==> src/rtl/stereo_tx_pkg.sv <==
package stereo_tx_pkg;

    // Frame sequencer states
    typedef enum logic [1:0] {
        ST_IDLE  = 2'd0,
        ST_LEAD  = 2'd1,
        ST_LEFT  = 2'd2,
        ST_RIGHT = 2'd3
    } tx_state_e;

endpackage

==> src/rtl/stx_bclk_div.sv <==
module stx_bclk_div #(
    parameter int DIV = 34
) (
    input  logic clk,
    input  logic rst_n,
    output logic bclk,
    output logic fall_tick
);
    localparam int CW   = (DIV > 2) ? $clog2(DIV) : 1;
    localparam int HALF = DIV / 2;

    logic [CW-1:0] cnt_q;
    logic          bclk_q;

    always_ff @(posedge clk) begin
        if (!rst_n) begin
            cnt_q  <= '0;
            bclk_q <= 1'b0;
        end else begin
            if (cnt_q == CW'(DIV - 1)) begin
                cnt_q  <= '0;
                bclk_q <= 1'b0;
            end else begin
                cnt_q <= cnt_q + 1'b1;
                if (cnt_q == CW'(HALF - 1)) begin
                    bclk_q <= 1'b1;
                end
            end
        end
    end

    // High in the master cycle whose closing edge brings bclk low
    assign fall_tick = (cnt_q == CW'(DIV - 1));
    assign bclk      = bclk_q;

endmodule

==> src/rtl/stx_pair_fifo.sv <==
module stx_pair_fifo #(
    parameter int W     = 32,
    parameter int DEPTH = 4
) (
    input  logic         clk,
    input  logic         rst_n,
    input  logic         push,
    input  logic [W-1:0] din,
    input  logic         pop,
    output logic [W-1:0] dout,
    output logic         full,
    output logic         empty,
    output logic         low_half
);
    localparam int AW = (DEPTH > 1) ? $clog2(DEPTH) : 1;
    localparam int NW = $clog2(DEPTH + 1);

    logic [W-1:0]  mem [DEPTH];
    logic [AW-1:0] wr_q, rd_q;
    logic [NW-1:0] cnt_q;
    logic          do_push, do_pop;

    assign full    = (cnt_q == NW'(DEPTH));
    assign empty   = (cnt_q == '0);
    assign do_push = push && !full;
    assign do_pop  = pop && !empty;

    function automatic logic [AW-1:0] nxt(input logic [AW-1:0] p);
        return (p == AW'(DEPTH - 1)) ? '0 : p + 1'b1;
    endfunction

    always_ff @(posedge clk) begin
        if (do_push) begin
            mem[wr_q] <= din;
        end
    end

    always_ff @(posedge clk) begin
        if (!rst_n) begin
            wr_q  <= '0;
            rd_q  <= '0;
            cnt_q <= '0;
        end else begin
            if (do_push) wr_q <= nxt(wr_q);
            if (do_pop)  rd_q <= nxt(rd_q);
            case ({do_push, do_pop})
                2'b10:   cnt_q <= cnt_q + 1'b1;
                2'b01:   cnt_q <= cnt_q - 1'b1;
                default: cnt_q <= cnt_q;
            endcase
        end
    end

    assign dout     = mem[rd_q];
    assign low_half = (cnt_q <= NW'(DEPTH / 2));

endmodule

==> src/rtl/stx_frame_fsm.sv <==
module stx_frame_fsm
    import stereo_tx_pkg::*;
#(
    parameter int SLOT_W = 16
) (
    input  logic                clk,
    input  logic                rst_n,
    input  logic                fall_tick,
    input  logic                fifo_empty,
    input  logic [2*SLOT_W-1:0] fifo_dout,
    output logic                pop,
    output logic                underrun_set,
    output logic                fsync,
    output logic                sdata
);
    localparam int FW = 2 * SLOT_W;
    localparam int BW = (SLOT_W > 1) ? $clog2(SLOT_W) : 1;
    localparam logic [BW-1:0] LAST = BW'(SLOT_W - 1);

    tx_state_e     state_q, state_d;
    logic [BW-1:0] bit_q, bit_d;
    logic [FW-1:0] shreg_q;
    logic          fsync_q, fsync_d;
    logic          load;

    // Next-state decode, evaluated only on falling bit-clock ticks
    always_comb begin
        state_d = state_q;
        bit_d   = bit_q;
        load    = 1'b0;
        if (fall_tick) begin
            unique case (state_q)
                ST_IDLE: state_d = ST_LEAD;
                ST_LEAD: begin
                    state_d = ST_LEFT;
                    bit_d   = '0;
                    load    = 1'b1;
                end
                ST_LEFT: begin
                    if (bit_q == LAST) begin
                        state_d = ST_RIGHT;
                        bit_d   = '0;
                    end else begin
                        bit_d = bit_q + 1'b1;
                    end
                end
                ST_RIGHT: begin
                    if (bit_q == LAST) begin
                        state_d = ST_LEFT;
                        bit_d   = '0;
                        load    = 1'b1;
                    end else begin
                        bit_d = bit_q + 1'b1;
                    end
                end
            endcase
        end
    end

    // Sync level for the bit being entered: low from the lead bit through
    // left bit SLOT_W-2, and again on the last right bit
    always_comb begin
        unique case (state_d)
            ST_IDLE:  fsync_d = 1'b1;
            ST_LEAD:  fsync_d = 1'b0;
            ST_LEFT:  fsync_d = (bit_d == LAST);
            ST_RIGHT: fsync_d = (bit_d != LAST);
        endcase
    end

    assign pop          = load && !fifo_empty;
    assign underrun_set = load && fifo_empty;

    // State register
    always_ff @(posedge clk) begin
        if (!rst_n) begin
            state_q <= ST_IDLE;
            bit_q   <= '0;
        end else begin
            state_q <= state_d;
            bit_q   <= bit_d;
        end
    end

    // Output register: sync and data move together with the bclk fall
    always_ff @(posedge clk) begin
        if (!rst_n) begin
            fsync_q <= 1'b1;
            shreg_q <= '0;
        end else if (fall_tick) begin
            fsync_q <= fsync_d;
            if (load) begin
                shreg_q <= fifo_empty ? '0 : fifo_dout;
            end else if (state_q == ST_LEFT || state_q == ST_RIGHT) begin
                shreg_q <= {shreg_q[FW-2:0], 1'b0};
            end
        end
    end

    assign fsync = fsync_q;
    assign sdata = shreg_q[FW-1];

endmodule

==> src/rtl/stereo_i2s_tx.sv <==
module stereo_i2s_tx #(
    parameter int DIV        = 34,
    parameter int SLOT_W     = 16,
    parameter int FIFO_DEPTH = 4
) (
    input  logic              clk,
    input  logic              rst_n,
    input  logic              in_valid,
    output logic              in_ready,
    input  logic [SLOT_W-1:0] in_left,
    input  logic [SLOT_W-1:0] in_right,
    input  logic              underrun_clr,
    output logic              bclk,
    output logic              fsync,
    output logic              sdata,
    output logic              fifo_req,
    output logic              underrun
);
    localparam int PAIR_W = 2 * SLOT_W;

    logic              fall_tick;
    logic              f_full, f_empty, f_low, f_pop;
    logic [PAIR_W-1:0] f_dout;
    logic              ur_set, ur_q;

    stx_bclk_div #(.DIV(DIV)) u_div (
        .clk       (clk),
        .rst_n     (rst_n),
        .bclk      (bclk),
        .fall_tick (fall_tick)
    );

    stx_pair_fifo #(.W(PAIR_W), .DEPTH(FIFO_DEPTH)) u_fifo (
        .clk      (clk),
        .rst_n    (rst_n),
        .push     (in_valid && !f_full),
        .din      ({in_left, in_right}),
        .pop      (f_pop),
        .dout     (f_dout),
        .full     (f_full),
        .empty    (f_empty),
        .low_half (f_low)
    );

    stx_frame_fsm #(.SLOT_W(SLOT_W)) u_fsm (
        .clk          (clk),
        .rst_n        (rst_n),
        .fall_tick    (fall_tick),
        .fifo_empty   (f_empty),
        .fifo_dout    (f_dout),
        .pop          (f_pop),
        .underrun_set (ur_set),
        .fsync        (fsync),
        .sdata        (sdata)
    );

    // Sticky underrun flag; a new underrun beats a clear in the same cycle
    always_ff @(posedge clk) begin
        if (!rst_n) begin
            ur_q <= 1'b0;
        end else if (ur_set) begin
            ur_q <= 1'b1;
        end else if (underrun_clr) begin
            ur_q <= 1'b0;
        end
    end

    assign in_ready = !f_full;
    assign fifo_req = f_low;
    assign underrun = ur_q;

endmodule

==> config.mk <==
export PLATFORM = sky130hd
export DESIGN_NAME = stereo_i2s_tx
export DESIGN_NICKNAME = d
export VERILOG_FILES = /design/src/rtl/stereo_tx_pkg.sv /design/src/rtl/stx_bclk_div.sv /design/src/rtl/stx_pair_fifo.sv /design/src/rtl/stx_frame_fsm.sv /design/src/rtl/stereo_i2s_tx.sv
export SDC_FILE = /design/constraint.sdc
export NUM_CORES = 1
export LEC_CHECK = 0
export ABC_AREA = 1
export ABC_CLOCK_PERIOD_IN_PS = 2900
export BUFFER_PORTS_ARGS = -buffer_cell sky130_fd_sc_hd__buf_4
export CAP_MARGIN = 25
export CORE_MARGIN = 2
export CORE_UTILIZATION = 50
export DETAILED_ROUTE_END_ITERATION = 12
export PLACE_DENSITY = 0.66
export SETUP_SLACK_MARGIN = 0.1
export SLEW_MARGIN = 0
export SYNTH_ARGS = -nofsm -noshare
export SYNTH_HDL_FRONTEND = slang
export SYNTH_SLANG_ARGS = --single-unit
==> constraint.sdc <==
create_clock -name clk -period 2.9 [get_ports clk]
set_clock_uncertainty 0.05 [all_clocks]
set_input_delay 0.29 -clock clk [delete_from_list [all_inputs] [get_ports clk]]
set_output_delay 0.29 -clock clk [all_outputs]
set_load 0.1 [all_outputs]
==> impl_metrics.ini, run 1 <==
[cts]
numClockSinks = 184
insertion_delay_ns = 0.43
cts_tree = done
cts_root_buf = clkbuf_16
cts.clk_slew.worst_paths_ns = 0.06
cts_setup_buffers = 0
cts_buffer_depth = 2
htreeDepth = 4
numCtsBuffers = 17

[yosys]
synth_ff_type = edfxtp_1
synth-seq-cells = 184
syn_inst = 665
yosysSeqAreaShare_pct = 68.0
synth.net_count = 712
netlist_top_cells_area = edfxtp_1 (53%), dfxtp_1 (15%), o21ai_0 (7.1%), a21oi_1 (5.1%), nor2_1 (4.9%)
yosysTopAreaCellShare_pct = 52.7
synth.most_common_cell = edfxtp_1
synth_common_cells = edfxtp_1 (128), o21ai_0 (103), nor2_1 (95)
synth_warnings = 0
synthesis.area_per_instance_um2 = 11.0
syn_area_um2 = 7300
async_flop_share_pct = 0
synth_edf_count = 128
yosysTopAreaCell = edfxtp_1
ys_types = 30

[sta]
setup_viol = 0
worst_pin_slew_ns = 0.660
layout_setup_ws_ns = 0.417
finalCritPeriodShare_pct = 85.6
rsz0062_at_grt = false
fin_crit_ns = 2.48
worst_hold_slack_ns = 0.0126
final_max_slew_viol_count = 0
setup_tns_ns = 0
max_freq_mhz = 403
relSlewSlack_pct = 56.0
timing_hold_violations_final = 0

[setup_path]
regToRegStartpoint = u_div.cnt_q[0]$_SDFF_PP0_
r2r_setup_slack_ns = 0.42
startpoint = u_div.cnt_q[0]$_SDFF_PP0_
cp_num_buf_inv = 2
path_class = register to register
slowest_delay_ns = 0.38
crit_required_ns = 3.17
endpoint_kind = register
r2r_cells = 14
worstSetupEndpoint = u_fifo.cnt_q[2]$_SDFFE_PN0P_
cpLargestDelayFamily = adder cells
path_cells = ha_1 > nand2_1 > nor2_8 > nand2_2 > nor2_4 > nand2_2 > clkinv_4 > ha_1 > inv_1 > fa_1 > a21oi_1 > o21ai_0 > o21ai_0 > a21oi_1
worst-path-stages = 14
crit_path_top_delay_cell = dfxtp_1
r2r-end = u_fifo.cnt_q[2]$_SDFFE_PN0P_
worst_ep_arrival_time_ns = 2.75
path_max_fanout = 9
cp-start-kind = register

[run_status]
outcome = completed

[floorplanning]
initial_utilization_pct = 50.6
core_area_um2 = 14400
fp.dieH_um = 125
die_area_um2 = 15600
die_w_um = 125
row_count = 44
io_pins = 42

[routing]
ant_nets = 0
via_per_inst = 5.51
drc = 0
wl_um = 14400
via_count = 4983
routedWlPerCell_um = 16.0
drt_iter0_markers = 350
first_pass_iters = 5

[layout]
multi_input_area_um2 = 2030
final_nets = 754
regArea_um2 = 4970
fillCellCount = 1231
final_core_util_pct = 58.4
syn_to_final_growth_pct = 15.4
antenna_cells = 0
drive_gt1_share_pct = 13.3

[place]
place_congestion = 0.771
io_buffers = 41
dp_slack_ns = 0.437
dp.final_hpwl_um = 8150

[power_and_ir_drop]
leakagePower_nw = 3.01
vdd_drop_max_uv = 398
p_per_area_nw_per_um2 = 643
p_total_mw = 5.41

[global_route]
grt_pass1_vias = 4803
grt_pass1_wl_um = 23800
grtUsageTotal_pct = 19.4
grt_antenna_before_repair = 0
grt-ovfl-total = 0
grt_max_degree = 65

[flow_run]
drv_cap = 0

[worst_hold_path]
hp-class = input port to register
[metal layers]
layer / share of wire [%] / GRT usage (%)
met2: 50 / 33.2
met3: 5.0 / 4.34
met5: 0 / 0
met1: 43 / 23.9
met4: 1.5 / 7.65
[final cells by class]
class	count	share of cell area (%)
Inverter	37	1.71
Timing Repair Buffer	60	5.56
Tap cell	184	2.73
Multi-Input combinational cell	407	24.1
Clock buffer	22	5.39
Clock inverter	10	1.50
Sequential cell	184	59.0
[cells by family (layout without fill, tap and decap cells)]
| logic type | after synthesis | in the layout | synth area share, % |
|---|---|---|---|
| XOR/XNOR | 1 | 1 | 0.120 |
| AO/OA/AOI/OAI | 212 | 212 | 15.2 |
| buffers and inverters | 74 | 129 | 4.35 |
| adder cells (fa/ha/maj) | 11 | 11 | 1.99 |
| flip-flops | 184 | 184 | 68.0 |
| AND/OR/NAND/NOR | 183 | 183 | 10.3 |
[per-stage QoR]
step | instance area (µm²) | cells
6_report | 8420 | 904
5_1_grt | 8420 | 904
4_1_cts | 8420 | 904
3_5_place_dp | 7770 | 865
3_3_place_gp | 7770 | 865
2_1_floorplan | 7310 | 665
[power by group]
group          switching (mW)  internal (mW)  total [mW]
sequential             0.0232           2.91        2.93
clock                   0.906           1.37        2.27
combinational           0.138         0.0741       0.212
[sequential cells by signal, summed over array words and instances, names as in the netlist, named ones only]
name and count:
u_fsm.bit_q 4, u_fsm.state_q 2, u_fifo.rd_q 2, u_div.cnt_q 6
underrun 1, u_div.bclk 1, u_fifo.mem 128, u_fsm.fsync 1
u_fifo.wr_q 2, u_fifo.cnt_q 3, u_fsm.shreg_q 32
[timing repair]
action	4_1_cts	5_1_grt
resized for setup	0	0
hold buffers	7	0
hold endpoints to repair	25	0
[worst min-delay path by stage]
stage | slack, ns | endpoint | from | cells after the start
global placement | 0.39 | u_div.bclk$_SDFFE_PP0N_ | u_div.bclk$_SDFFE_PP0N_ | 2
detailed placement | 0.39 | u_div.bclk$_SDFFE_PP0N_ | u_div.bclk$_SDFFE_PP0N_ | 2
global route | 0.002 | u_fifo.mem[3][13]$_DFFE_PP_ | in_right[13] | 1
finish | 0.01 | u_fifo.mem[2][8]$_DFFE_PP_ | in_right[8] | 1
floorplan | 0.34 | u_fifo.mem[0][0]$_DFFE_PP_ | in_right[0] | 0
CTS | 0.0007 | u_fifo.mem[0][18]$_DFFE_PP_ | in_left[2] | 1
[worst register-to-register path: cells and delay by family (launching register included)]
kind,cells,cell delay (ns)
AO/OA/AOI/OAI,4,0.50
adder cells (fa/ha/maj),3,0.66
buffers and inverters,2,0.13
flip-flops,1,0.38
AND/OR/NAND/NOR,5,0.65
[layout by cell type (no fill, tap or decap), types with 2 or more instances in the layout]
cell,instances
a211oi_1,4
a21oi_1,74
buf_4,53
bufinv_16,3
clkbuf_1,4
clkbuf_16,17
clkinv_1,2
clkinv_2,4
clkinv_4,2
dfxtp_1,55
dlygate4sd3_1,7
edfxtp_1,128
ha_1,10
inv_1,33
inv_2,3
nand2_1,65
nand2_2,4
nand3_1,9
nor2_1,91
nor2_2,5
nor3_1,2
nor3b_1,2
o21ai_0,103
o22ai_1,29
Power figures use the tool's default switching activity.
==> run 2, diff against run 1 <==
--- a/config.mk
+++ b/config.mk
@@ -9,10 +9,13 @@
 export ABC_CLOCK_PERIOD_IN_PS = 2900
 export BUFFER_PORTS_ARGS = -buffer_cell sky130_fd_sc_hd__buf_4
 export CAP_MARGIN = 25
+export CELL_PAD_IN_SITES_DETAIL_PLACEMENT = 0
+export CELL_PAD_IN_SITES_GLOBAL_PLACEMENT = 1
 export CORE_MARGIN = 2
-export CORE_UTILIZATION = 50
+export CORE_UTILIZATION = 48
 export DETAILED_ROUTE_END_ITERATION = 12
-export PLACE_DENSITY = 0.66
+export PLACE_DENSITY = 0.77
+export REMOVE_ABC_BUFFERS = 1
 export SETUP_SLACK_MARGIN = 0.1
 export SLEW_MARGIN = 0
 export SYNTH_ARGS = -nofsm -noshare
==> run 2 against run 1 <==
  * Fmax up 1.1%
  * Die area grew 4.0%
  * Register-to-register slack better by 0.03 ns
  * Sequential power hardly changed
  * Clock power rose by 8%
  * Flip-flop and latch count is the same
  * Critical path depth unchanged
  * Wire length grew 2.0%
  * Global-route usage about the same
  * Largest cell class unchanged
  * Highest routed layer unchanged
==> impl_metrics.ini, run 2 (same netlist as run 1, synthesis figures left out) <==
[global_route]
grtUsageTotal_pct = 19.3
grt_pass1_wl_um = 24200
grt_antenna_before_repair = 0
grt_pass1_vias = 4864
grt_max_degree = 65
grt-ovfl-total = 0

[cts]
numCtsBuffers = 17
insertion_delay_ns = 0.42
cts_tree = done
cts_buffer_depth = 2
numClockSinks = 184
cts_setup_buffers = 0
cts.clk_slew.worst_paths_ns = 0.07
htreeDepth = 4
cts_root_buf = clkbuf_16
post_cts_resized = 0

[power_and_ir_drop]
p_total_mw = 5.60
leakagePower_nw = 3.03
p_per_area_nw_per_um2 = 658
vdd_drop_max_uv = 494

[floorplanning]
io_pins = 42
initial_utilization_pct = 48.6
die_area_um2 = 16200
die_w_um = 127
row_count = 45
fp.dieH_um = 127
core_area_um2 = 15000

[routing]
drc = 0
first_pass_iters = 4
via_per_inst = 5.41
routedWlPerCell_um = 16.2
wl_um = 14700
drt_iter0_markers = 296
via_count = 4926
ant_nets = 0

[setup_path]
cp-start-kind = register
worst_ep_arrival_time_ns = 2.71
endpoint_kind = register
crit_required_ns = 3.16
path_class = register to register
path_max_fanout = 9

[place]
dp.final_hpwl_um = 8230
place_congestion = 0.747
io_buffers = 41

[worst_hold_path]
hp-class = input port to register

[layout]
final_nets = 757
syn_to_final_growth_pct = 16.6
final_common_cell = edfxtp_1
drive_gt1_share_pct = 13.3
reg_top3 = u_fifo.mem x128, u_fsm.shreg_q x32, u_div.cnt_q x6
largest_reg_flops = 128
layout_common_cells = edfxtp_1 (128), o21ai_0 (103), nor2_1 (91)
regMostFlops = u_fifo.mem
final_core_util_pct = 56.6
antenna_cells = 0

[sta]
timing_hold_violations_final = 0
final_max_slew_viol_count = 0
fin_crit_ns = 2.46
worst_pin_slew_ns = 0.633
setup_viol = 0
rsz0062_at_grt = false
setup_tns_ns = 0
relSlewSlack_pct = 57.7
finalCritPeriodShare_pct = 84.7
max_freq_mhz = 407

[flow_run]
drv_cap = 0

[run_status]
outcome = completed
-- run 2: cell types whose count changed in the layout (fill, tap and decap cells not counted), sizes merged --
| cell | before | now |
|---|---|---|
| buf | 53 | 52 |
| clkinvlp | 0 | 4 |
| dlygate4sd3 | 7 | 11 |
| bufinv | 3 | 5 |
| clkinv | 8 | 5 |
| clkbuf | 22 | 19 |
-- run 2: per-stage QoR --
stage | hold WS, ns | cell area [µm²] | std cells | setup WS, ns
4_1_cts | 0.000282 | 8490 | 909 | 0.446
5_1_grt | 0.000857 | 8510 | 911 | 0.196
2_1_floorplan | 0.339 | 7130 | 628 | -0.574
3_5_place_dp | 0.405 | 7760 | 868 | 0.454
6_report | 0.0174 | 8510 | 911 | 0.443
3_3_place_gp | 0.397 | 7760 | 868 | 0.486
-- run 2: critical path: stages (launching register included) --
cell      delay [ns]
dfxtp_1         0.38
ha_1            0.16
nand2_1         0.11
nor2_8          0.20
nand2_2         0.10
nor2_4          0.12
nand2_2         0.12
clkinv_4        0.06
ha_1            0.13
inv_1           0.06
fa_1            0.38
a21oi_1         0.14
o21ai_0         0.11
o21ai_0         0.17
a21oi_1         0.06
-- run 2: cell type report --
type                       instances  area, µm²
clock buffer                      19        433
clock inverter                    13        203
fill                            1279       6530
inverter                          37        144
multi-input combinational        407       2030
sequential                       184       4970
tap                              188        235
timing repair buffer              63        500
-- run 2: report_power, final --
part	internal [mW]	switching (mW)	total, mW
logic	0.0777	0.136	0.214
clock network	1.52	0.930	2.45
registers	2.91	0.0234	2.93
-- run 2: path summary, 6_finish.rpt --
kind / start / slack [ns] / to / depth (start not counted)
max: u_div.cnt_q[0]$_SDFF_PP0_ / 0.44 / u_fifo.cnt_q[2]$_SDFFE_PN0P_ / 14
min: in_right[7] / 0.02 / u_fifo.mem[2][7]$_DFFE_PP_ / 1
max reg2reg: u_div.cnt_q[0]$_SDFF_PP0_ / 0.44 / u_fifo.cnt_q[2]$_SDFFE_PN0P_ / 14
min reg2reg: u_div.bclk$_SDFFE_PP0N_ / 0.41 / u_div.bclk$_SDFFE_PP0N_ / 2
-- run 2: metal layers --
layer	global-route usage [%]	wire length [µm]	vias to the layer above
li1	-	-	2439
met3	4.77	712	13
met5	0	0	-
met2	31.9	7160	110
met1	25.3	6720	2364
met4	6.59	142	0
-- run 2: timing repair --
item	4_1_cts	5_1_grt
hold buffers	9	2
endpoints found under the hold margin	36	5
endpoints found under the setup margin	0	0
==> run 3, diff against run 2 <==
--- a/config.mk
+++ b/config.mk
@@ -6,7 +6,7 @@
 export NUM_CORES = 1
 export LEC_CHECK = 0
 export ABC_AREA = 1
-export ABC_CLOCK_PERIOD_IN_PS = 2900
+export ABC_CLOCK_PERIOD_IN_PS = 2550
 export BUFFER_PORTS_ARGS = -buffer_cell sky130_fd_sc_hd__buf_4
 export CAP_MARGIN = 25
 export CELL_PAD_IN_SITES_DETAIL_PLACEMENT = 0
==> constraint.sdc (replaced) <==
create_clock -name clk -period 2.55 [get_ports clk]
set_clock_uncertainty 0.05 [all_clocks]
set_input_delay 0.255 -clock clk [delete_from_list [all_inputs] [get_ports clk]]
set_output_delay 0.255 -clock clk [all_outputs]
set_load 0.1 [all_outputs]
==> run 3 against run 2 <==
  * Combinational power up 28%
  * Core utilization up 1.9 points
  * Global-route usage down 0.052 points
  * Setup slack worse by 0.19 ns
  * Die area unchanged
  * Total power up 13%
  * Critical path type unchanged
  * Largest power group unchanged
  * Highest routed layer unchanged
==> impl_metrics.ini, run 3 (same netlist as run 1, synthesis figures left out) <==
[run_status]
outcome = completed

[place]
dp.final_hpwl_um = 8240
dp_cells = 867
dp_slack_ns = 0.0861
io_buffers = 41
place_congestion = 0.754

[power_and_ir_drop]
p_per_area_nw_per_um2 = 721
p_total_mw = 6.34
leakagePower_nw = 3.17
vdd_drop_max_uv = 433

[cts]
cts_tree = done
cts_buffer_depth = 2
htreeDepth = 4
cts_root_buf = clkbuf_16
numClockSinks = 184
cts.clk_slew.worst_paths_ns = 0.07
numCtsBuffers = 17
insertion_delay_ns = 0.42

[flow_run]
drv_cap = 0

[routing]
drc = 0
ant_nets = 0
route.met3.wl_um = 747
first_pass_iters = 5
via_count = 4957
routedWlPerCell_um = 15.8
route.met2.wl_um = 7340
m1WireLength_um = 6520
top_layer = met4
wl_um = 14800
via_per_inst = 5.30
drt_iter0_markers = 316

[setup_path]
worst_ep_arrival_time_ns = 2.56
path_cells = ha_2 > nand2_2 > o21ai_2 > nand2_4 > nor2_4 > nand2_4 > clkinv_4 > ha_1 > inv_1 > fa_2 > a21oi_1 > o21ai_1 > o21ai_1 > a21oi_1
cp-start-kind = register
crit_path_top_delay_cell = dfxtp_2
path_class = register to register
endpoint_kind = register
crit_required_ns = 2.82
slowest_delay_ns = 0.35
path_max_fanout = 4

[sta]
timing_hold_violations_final = 0
setup_viol = 0
finalCritPeriodShare_pct = 90.0
worst_hold_slack_ns = 0.0204
max_freq_mhz = 436
layout_setup_ws_ns = 0.255
rsz0062_at_grt = false
final_max_slew_viol_count = 0
worst_pin_slew_ns = 0.703
relSlewSlack_pct = 53.1
fin_crit_ns = 2.29

[worst_hold_path]
hp-class = input port to register

[floorplanning]
row_count = 45
die_area_um2 = 16200
initial_utilization_pct = 48.6
io_pins = 42
die_w_um = 127
core_area_um2 = 15000
fp.dieH_um = 127

[layout]
fin_cells = 936
final_nets = 783
largest_reg_flops = 128
syn_to_final_growth_pct = 20.4
antenna_cells = 0
drive_gt1_share_pct = 15.2
final_core_util_pct = 58.5
final_common_cell = edfxtp_1
reg_top3 = u_fifo.mem x128, u_fsm.shreg_q x32, u_div.cnt_q x6
layout_common_cells = edfxtp_1 (128), o21ai_0 (101), nor2_1 (91)
regMostFlops = u_fifo.mem
fillCellCount = 1235

[global_route]
grt_pass1_vias = 4870
grtUsageTotal_pct = 19.3
grt_antenna_before_repair = 0
grt_pass1_wl_um = 24100
grt_max_degree = 65
grt-ovfl-total = 0
## run 3: changes by cell type in the layout (fill, tap and decap cells not counted), sizes merged
| cell | delta |
|---|---|
| buf | +5 |
| bufinv | -1 |
| clkbuf | -1 |
| clkinv | +1 |
| clkinvlp | -3 |
| dlygate4sd3 | +21 |
| inv | +3 |
## run 3: worst max-delay path, delay by kind of cell, from the launching register on
kind,cells,cell delay [ns]
buf+inv,2,0.12
simple gates,4,0.38
flops,1,0.35
fa+ha+maj,3,0.67
compound gates,5,0.61
## run 3: timing repair
| action | in CTS | in global routing |
|---|---|---|
| hold buffers | 32 | 0 |
| pin swaps | 1 | 5 |
| buffers inserted | 0 | 6 |
| endpoints found under the setup margin | 1 | 2 |
| resized for setup | 0 | 15 |
| endpoints found under the hold margin | 128 | 0 |
## run 3: final timing paths
path | depth (start not counted) | end | slack [ns] | from
max | 14 | u_fifo.cnt_q[2]$_SDFFE_PN0P_ | 0.26 | u_fsm.bit_q[1]$_SDFF_PN0_
min | 4 | underrun$_SDFFE_PN0P_ | 0.02 | underrun_clr
max reg2reg | 14 | u_fifo.cnt_q[2]$_SDFFE_PN0P_ | 0.26 | u_fsm.bit_q[1]$_SDFF_PN0_
min reg2reg | 1 | u_div.cnt_q[0]$_SDFF_PP0_ | 0.39 | u_div.cnt_q[0]$_SDFF_PP0_
## run 3: routing by layer
layer,vias up,global-route usage [%]
met3,10,3.94
met1,2342,25.0
met2,112,31.7
met5,-,0
met4,0,8.53
li1,2493,-
## run 3: cell type report
type / count / area (µm²) / share of cell area, %
sequential: 184 / 4970 / 56.6
multi-input combinational: 407 / 2050 / 23.4
timing repair buffer: 89 / 761 / 8.66
clock buffer: 18 / 429 / 4.88
tap: 188 / 235 / 2.68
clock inverter: 13 / 194 / 2.21
inverter: 37 / 144 / 1.64
## run 3: per-stage QoR
| stage | area, µm² | setup TNS, ns |
|---|---|---|
| after floorplan | 7130 | -118.98 |
| after global placement | 7770 | 0 |
| after detailed placement | 7770 | 0 |
| after CTS | 8710 | 0 |
| after global routing | 8790 | 0 |
| final | 8790 | 0 |
## run 3: report_power, final
group	total, mW	internal, mW	switching [mW]
Combinational	0.273	0.110	0.163
Clock	2.73	1.65	1.09
Sequential	3.33	3.31	0.0271
